**config.mk**
```make
export PLATFORM = sky130hd
export DESIGN_NAME = lvds_pixel_link
export DESIGN_NICKNAME = d
export VERILOG_FILES = /design/src/rtl/lvds_link_pkg.sv /design/src/rtl/pix_serializer.sv /design/src/rtl/pix_deserializer.sv /design/src/rtl/lvds_pixel_link.sv
export SDC_FILE = /design/constraint.sdc
export NUM_CORES = 1
export LEC_CHECK = 0
export ABC_AREA = 1
export BUFFER_PORTS_ARGS = -buffer_cell sky130_fd_sc_hd__buf_2
export CORE_MARGIN = 3
export CORE_UTILIZATION = 35
export CTS_CLUSTER_DIAMETER = 100
export DETAILED_ROUTE_END_ITERATION = 10
export GPL_ROUTABILITY_DRIVEN = 0
export GPL_TIMING_DRIVEN = 0
export SLEW_MARGIN = 40
export SYNTH_ARGS = -nofsm -noshare
export SYNTH_HDL_FRONTEND = slang
export SYNTH_SLANG_ARGS = --single-unit
```
**constraint.sdc**
```tcl
create_clock -name clk -period 3 [get_ports clk]
set_input_delay 0.6 -clock clk [delete_from_list [all_inputs] [get_ports clk]]
set_output_delay 0.6 -clock clk [all_outputs]
set_load 0.1 [all_outputs]
```
**src/rtl/lvds_link_pkg.sv**
```systemverilog
package lvds_link_pkg;
    localparam int COLOR_W = 10;
    localparam int LANES   = 5;
    localparam int SLOTS   = 7;
    localparam int SLOT_CW = $clog2(SLOTS);
    // framing lane pattern, bit i goes out in slot i
    localparam logic [SLOTS-1:0] FRAME_PAT = 7'b1100011;

    typedef struct packed {
        logic [COLOR_W-1:0] red;
        logic [COLOR_W-1:0] grn;
        logic [COLOR_W-1:0] blu;
        logic               hs;
        logic               vs;
        logic               de;
        logic [1:0]         spare;
    } pixel_t;

    typedef logic [SLOTS-1:0]              slot_word_t;
    typedef slot_word_t [LANES-1:0]        lane_words_t;

    // bit 0 of each word is the slot sent first
    function automatic lane_words_t pack_pixel(input pixel_t p);
        lane_words_t w;
        w[0] = {p.grn[0], p.red[5:0]};
        w[1] = {p.blu[1:0], p.grn[5:1]};
        w[2] = {p.de, p.vs, p.hs, p.blu[5:2]};
        w[3] = {p.spare[0], p.blu[7], p.blu[6], p.grn[7], p.grn[6], p.red[7], p.red[6]};
        w[4] = {p.spare[1], p.red[9], p.red[8], p.grn[9], p.grn[8], p.blu[9], p.blu[8]};
        return w;
    endfunction

    function automatic pixel_t unpack_pixel(input lane_words_t w);
        pixel_t p;
        p.red   = {w[4][5], w[4][4], w[3][1], w[3][0], w[0][5:0]};
        p.grn   = {w[4][3], w[4][2], w[3][3], w[3][2], w[1][4:0], w[0][6]};
        p.blu   = {w[4][1], w[4][0], w[3][5], w[3][4], w[2][3:0], w[1][6:5]};
        p.hs    = w[2][4];
        p.vs    = w[2][5];
        p.de    = w[2][6];
        p.spare = {w[4][6], w[3][6]};
        return p;
    endfunction
endpackage

```
**src/rtl/pix_serializer.sv**
```systemverilog
module pix_serializer
    import lvds_link_pkg::*;
(
    input  logic             clk,
    input  logic             rst_n,
    input  pixel_t           pix_i,
    output logic             load_o,
    output logic [LANES-1:0] lane_o,
    output logic             frame_o
);
    typedef struct packed {
        logic [SLOT_CW-1:0] slot;
        lane_words_t        sh;
        slot_word_t         fsh;
    } ser_state_t;

    ser_state_t s_d, s_q;

    always_comb begin
        s_d = s_q;
        if (s_q.slot == SLOT_CW'(SLOTS-1)) begin
            s_d.slot = '0;
            s_d.sh   = pack_pixel(pix_i);
            s_d.fsh  = FRAME_PAT;
        end else begin
            s_d.slot = s_q.slot + SLOT_CW'(1);
            for (int i = 0; i < LANES; i++) begin
                s_d.sh[i] = s_q.sh[i] >> 1;
            end
            s_d.fsh = s_q.fsh >> 1;
        end
    end

    always_ff @(posedge clk or negedge rst_n) begin
        if (!rst_n) begin
            s_q.slot <= SLOT_CW'(SLOTS-1);
            s_q.sh   <= '0;
            s_q.fsh  <= '0;
        end else begin
            s_q <= s_d;
        end
    end

    assign load_o  = (s_q.slot == SLOT_CW'(SLOTS-1));
    assign frame_o = s_q.fsh[0];

    for (genvar g = 0; g < LANES; g++) begin : g_lane
        assign lane_o[g] = s_q.sh[g][0];
    end

    p_strobe_single_r2: assert property (@(posedge clk) disable iff (!rst_n)
        load_o |=> !load_o);
    p_frame_first_slot_r9: assert property (@(posedge clk) disable iff (!rst_n)
        load_o |=> frame_o);
endmodule

```
**src/rtl/pix_deserializer.sv**
```systemverilog
module pix_deserializer
    import lvds_link_pkg::*;
(
    input  logic             clk,
    input  logic             rst_n,
    input  logic [LANES-1:0] lane_i,
    input  logic             frame_i,
    output logic             valid_o,
    output pixel_t           pix_o
);
    typedef struct packed {
        lane_words_t hist;
        slot_word_t  fhist;
        logic        valid;
        pixel_t      pix;
    } des_state_t;

    des_state_t s_d, s_q;

    always_comb begin
        s_d = s_q;
        for (int i = 0; i < LANES; i++) begin
            s_d.hist[i] = {lane_i[i], s_q.hist[i][SLOTS-1:1]};
        end
        s_d.fhist = {frame_i, s_q.fhist[SLOTS-1:1]};
        s_d.valid = (s_d.fhist == FRAME_PAT);
        if (s_d.valid) begin
            s_d.pix = unpack_pixel(s_d.hist);
        end
    end

    always_ff @(posedge clk or negedge rst_n) begin
        if (!rst_n) begin
            s_q <= '0;
        end else begin
            s_q <= s_d;
        end
    end

    assign valid_o = s_q.valid;
    assign pix_o   = s_q.pix;

    p_valid_isolated_r10: assert property (@(posedge clk) disable iff (!rst_n)
        valid_o |=> !valid_o);
    p_valid_after_frame_high_r10: assert property (@(posedge clk) disable iff (!rst_n)
        valid_o |-> $past(frame_i));
    p_hold_without_valid_r11: assert property (@(posedge clk) disable iff (!rst_n)
        !valid_o |-> $stable(pix_o));
endmodule

```
**src/rtl/lvds_pixel_link.sv**
```systemverilog
module lvds_pixel_link
    import lvds_link_pkg::*;
(
    input  logic               clk,
    input  logic               rst_n,
    input  logic [COLOR_W-1:0] px_red,
    input  logic [COLOR_W-1:0] px_grn,
    input  logic [COLOR_W-1:0] px_blu,
    input  logic               px_hsync,
    input  logic               px_vsync,
    input  logic               px_de,
    input  logic [1:0]         px_spare,
    output logic               px_load,
    output logic [LANES-1:0]   tx_data,
    output logic               tx_frame,
    input  logic [LANES-1:0]   rx_data,
    input  logic               rx_frame,
    output logic               rx_valid,
    output logic [COLOR_W-1:0] rx_red,
    output logic [COLOR_W-1:0] rx_grn,
    output logic [COLOR_W-1:0] rx_blu,
    output logic               rx_hsync,
    output logic               rx_vsync,
    output logic               rx_de,
    output logic [1:0]         rx_spare
);
    pixel_t tx_pix, rx_pix;

    always_comb begin
        tx_pix.red   = px_red;
        tx_pix.grn   = px_grn;
        tx_pix.blu   = px_blu;
        tx_pix.hs    = px_hsync;
        tx_pix.vs    = px_vsync;
        tx_pix.de    = px_de;
        tx_pix.spare = px_spare;
    end

    pix_serializer u_ser (
        .clk     (clk),
        .rst_n   (rst_n),
        .pix_i   (tx_pix),
        .load_o  (px_load),
        .lane_o  (tx_data),
        .frame_o (tx_frame)
    );

    pix_deserializer u_des (
        .clk     (clk),
        .rst_n   (rst_n),
        .lane_i  (rx_data),
        .frame_i (rx_frame),
        .valid_o (rx_valid),
        .pix_o   (rx_pix)
    );

    assign rx_red   = rx_pix.red;
    assign rx_grn   = rx_pix.grn;
    assign rx_blu   = rx_pix.blu;
    assign rx_hsync = rx_pix.hs;
    assign rx_vsync = rx_pix.vs;
    assign rx_de    = rx_pix.de;
    assign rx_spare = rx_pix.spare;
endmodule

```
==> results.cfg <==
[timing]
tightest_slew_ns = 0.560
min_period_ns = 2.47
fin_crit_sh_pct = 82.2
hold_violations = 0
fin_setup_tns_ns = 0
finClkSkew_ns = 0.00980
setup_violations = 0
slew_violations = 0
rsz0062_at_grt = false
slew_headroom_pct = 62.7
fmax_ghz = 0.405

[route]
wl_mm = 7.65
drcViolationCount = 0
initialDrtViolationCount = 165
vias = 2688
drtPass1Iterations = 4
wire_per_inst_um = 12.2
antenna_left = 0
via_per_inst = 4.29

[worst_setup_path]
crit_slowest_cell = dfstp_2
crit_family = buffers and inverters
cp_max_fo = 11
crit_start = u_ser.s_q[43]
r2r_start = u_des.s_d[38]
cp.required_ns = 2.40
worst-path-buf-inv = 2
cp_data_arrival_time_ns = 1.87
crit_path_end_kind = output port
path_cells = nand2_1 -> nor2_4 -> buf_2 -> buf_2
critPathMostFrequentCell = buf_2
critPathLaunchType = register
critPathKind = register to output port
critical-path-max-stage-delay_ns = 0.53

[final_layout]
num_antenna_cells = 0
area_delta_synth_final_pct = 30.1
nNetsFinal = 519
fin_cells = 627
drive_gt1_share_pct = 31.6

[power_and_ir_drop]
seqPwrFrac_pct = 39.4
power_density_nw_per_um2 = 831
leakagePower_nw = 2.89
sw_frac_of_total_pct = 28.8
intPower_w = 0.00314
power_frac_clock_pct = 45.8
ir_drop_mv = 0.607
p_switching_w = 0.00127
combPwrFrac_pct = 14.9

[placed_design]
dp.final_hpwl_mm = 5.08
dp.cells = 597
numPortBuffers = 85

[cts]
cts_setup_buffers = 0
cts_resized = 0
numCtsBuffers = 17
root_buffer = clkbuf_16
cts_tree = done
cts_hold_buf = 0
clk_path_buf_depth = 2
cts_sinks = 117
h-tree-depth = 4
cts.clk_slew.worst_paths_ns = 0.05
clk_latency_ns = 0.40

[floorplan]
num_io_pins = 86
die_x_um = 114
rows = 38
dieArea_um2 = 13000
die_h_um = 114
core_area_um2 = 11100
start_util_pct = 36.7

[synthesis]
yosys_warnings = 0
ys_types = 15
syn-num-nets = 414
synth-seq-cells = 117
ys_seq_area_share_pct = 71.9
syn_inst = 371
syn_area_um2 = 4080
synth_area_per_cell_um2 = 11.0

[global_route]
grt_start_max_net_pins = 76
grt.total_usage_pct = 13.3
grt_pass1_wl_mm = 13.4
overflow = 0
antenna_found_initial = 1
grt_pass1_vias = 2790

[status]
status = completed

[hold_path]
min_path_type = primary input to asynchronous set/reset pin

[flow_run]
cap_violations = 0
## cell type report
cell class | count | area, um^2
fill | 1038 | 5820
sequential | 117 | 2930
multi-input combinational | 219 | 928
clock buffer | 20 | 467
timing repair buffer | 86 | 455
tap | 140 | 175
buffer | 21 | 166
clock inverter | 10 | 130
inverter | 14 | 52.6
## state kept, by name (all words and copies together), names as in the netlist
register and cells:
u_ser.lane_o 5, u_des.pix_o 35, u_des.valid_o 1, u_ser.s_q 39, u_ser.frame_o 1, u_des.s_d 36
## cells by family (layout without fill, tap and decap cells)
group,count (synthesis),after routing,synth area share (%)
AO/OA/AOI/OAI,2,2,0.245
flip-flops,117,117,71.9
buffers and inverters,35,151,5.37
AND/OR/NAND/NOR,217,217,22.5
## power groups by stage
stage	clock (W)	sequential (W)	combinational, W
after floorplan	0	0.00216	0.000106
after global placement	0	0.00176	0.000655
after detailed placement	0	0.00176	0.000664
after CTS	0.00207	0.00174	0.000665
after global routing	0.00215	0.00175	0.000693
final	0.00202	0.00173	0.000656
## layout by cell type (no fill, tap or decap)
cell	instances
nand2_1	156
dfrtp_1	115
buf_2	88
nand3_1	35
clkbuf_16	17
inv_1	12
buf_4	12
nor2_1	10
nand2_2	9
buf_6	5
clkinv_2	5
nor2_4	3
or2_1	3
bufinv_16	3
clkbuf_8	3
inv_2	2
o21ai_0	2
clkinvlp_4	2
dfstp_2	2
nand2_4	1
buf_8	1
buf_12	1
## metal layers
| layer | part of all wire (%) | wire length, um | global-route usage (%) |
|---|---|---|---|
| met1 | 46 | 3550 | 17.7 |
| met2 | 45 | 3470 | 19.3 |
| met5 | 0.12 | 9 | 0 |
| met3 | 6.7 | 513 | 5.25 |
| met4 | 1.5 | 113 | 5.70 |
## through the flow
stage	power [W]	worst slack, ns	instance area [um^2]	hold WS, ns	utilization (%)
after floorplan	0.00227	1.18	4080	0.304	-
after CTS	0.00447	0.509	5310	0.174	47.7
final	0.00441	0.534	5310	0.153	47.7
after global placement	0.00241	-0.0532	4680	0.356	42.0
after detailed placement	0.00242	0.949	4710	0.361	42.3
after global routing	0.00459	0.426	5310	0.183	47.7
## cells in the mapped netlist
master / n / area (um^2)
inv_2: 2 / 7.51
inv_1: 12 / 45.0
nand3_1: 35 / 175
o21ai_0: 2 / 10.0
buf_2: 4 / 20.0
nand2_1: 156 / 586
nor2_1: 10 / 37.5
nand2_4: 1 / 11.3
buf_6: 5 / 56.3
nor2_4: 3 / 33.8
dfstp_2: 2 / 52.6
buf_4: 12 / 90.1
or2_1: 3 / 18.8
nand2_2: 9 / 56.3
dfrtp_1: 115 / 2880
## final timing paths
| check | slack (ns) | depth (start not counted) | endpoint |
|---|---|---|---|
| max in group asynchronous | 2.23 | 2 | u_des.s_d[44] |
| worst min-delay path | 0.15 | 1 | u_des.pix_o[8] |
| worst min register to register | 0.37 | 0 | u_des.s_d[46] |
| worst max register to register | 1.70 | 7 | u_des.pix_o[6] |
| worst max-delay path | 0.53 | 4 | px_load |
| min in group clk | 0.32 | 1 | u_des.s_d[41] |
Power figures use the tool's default switching activity.
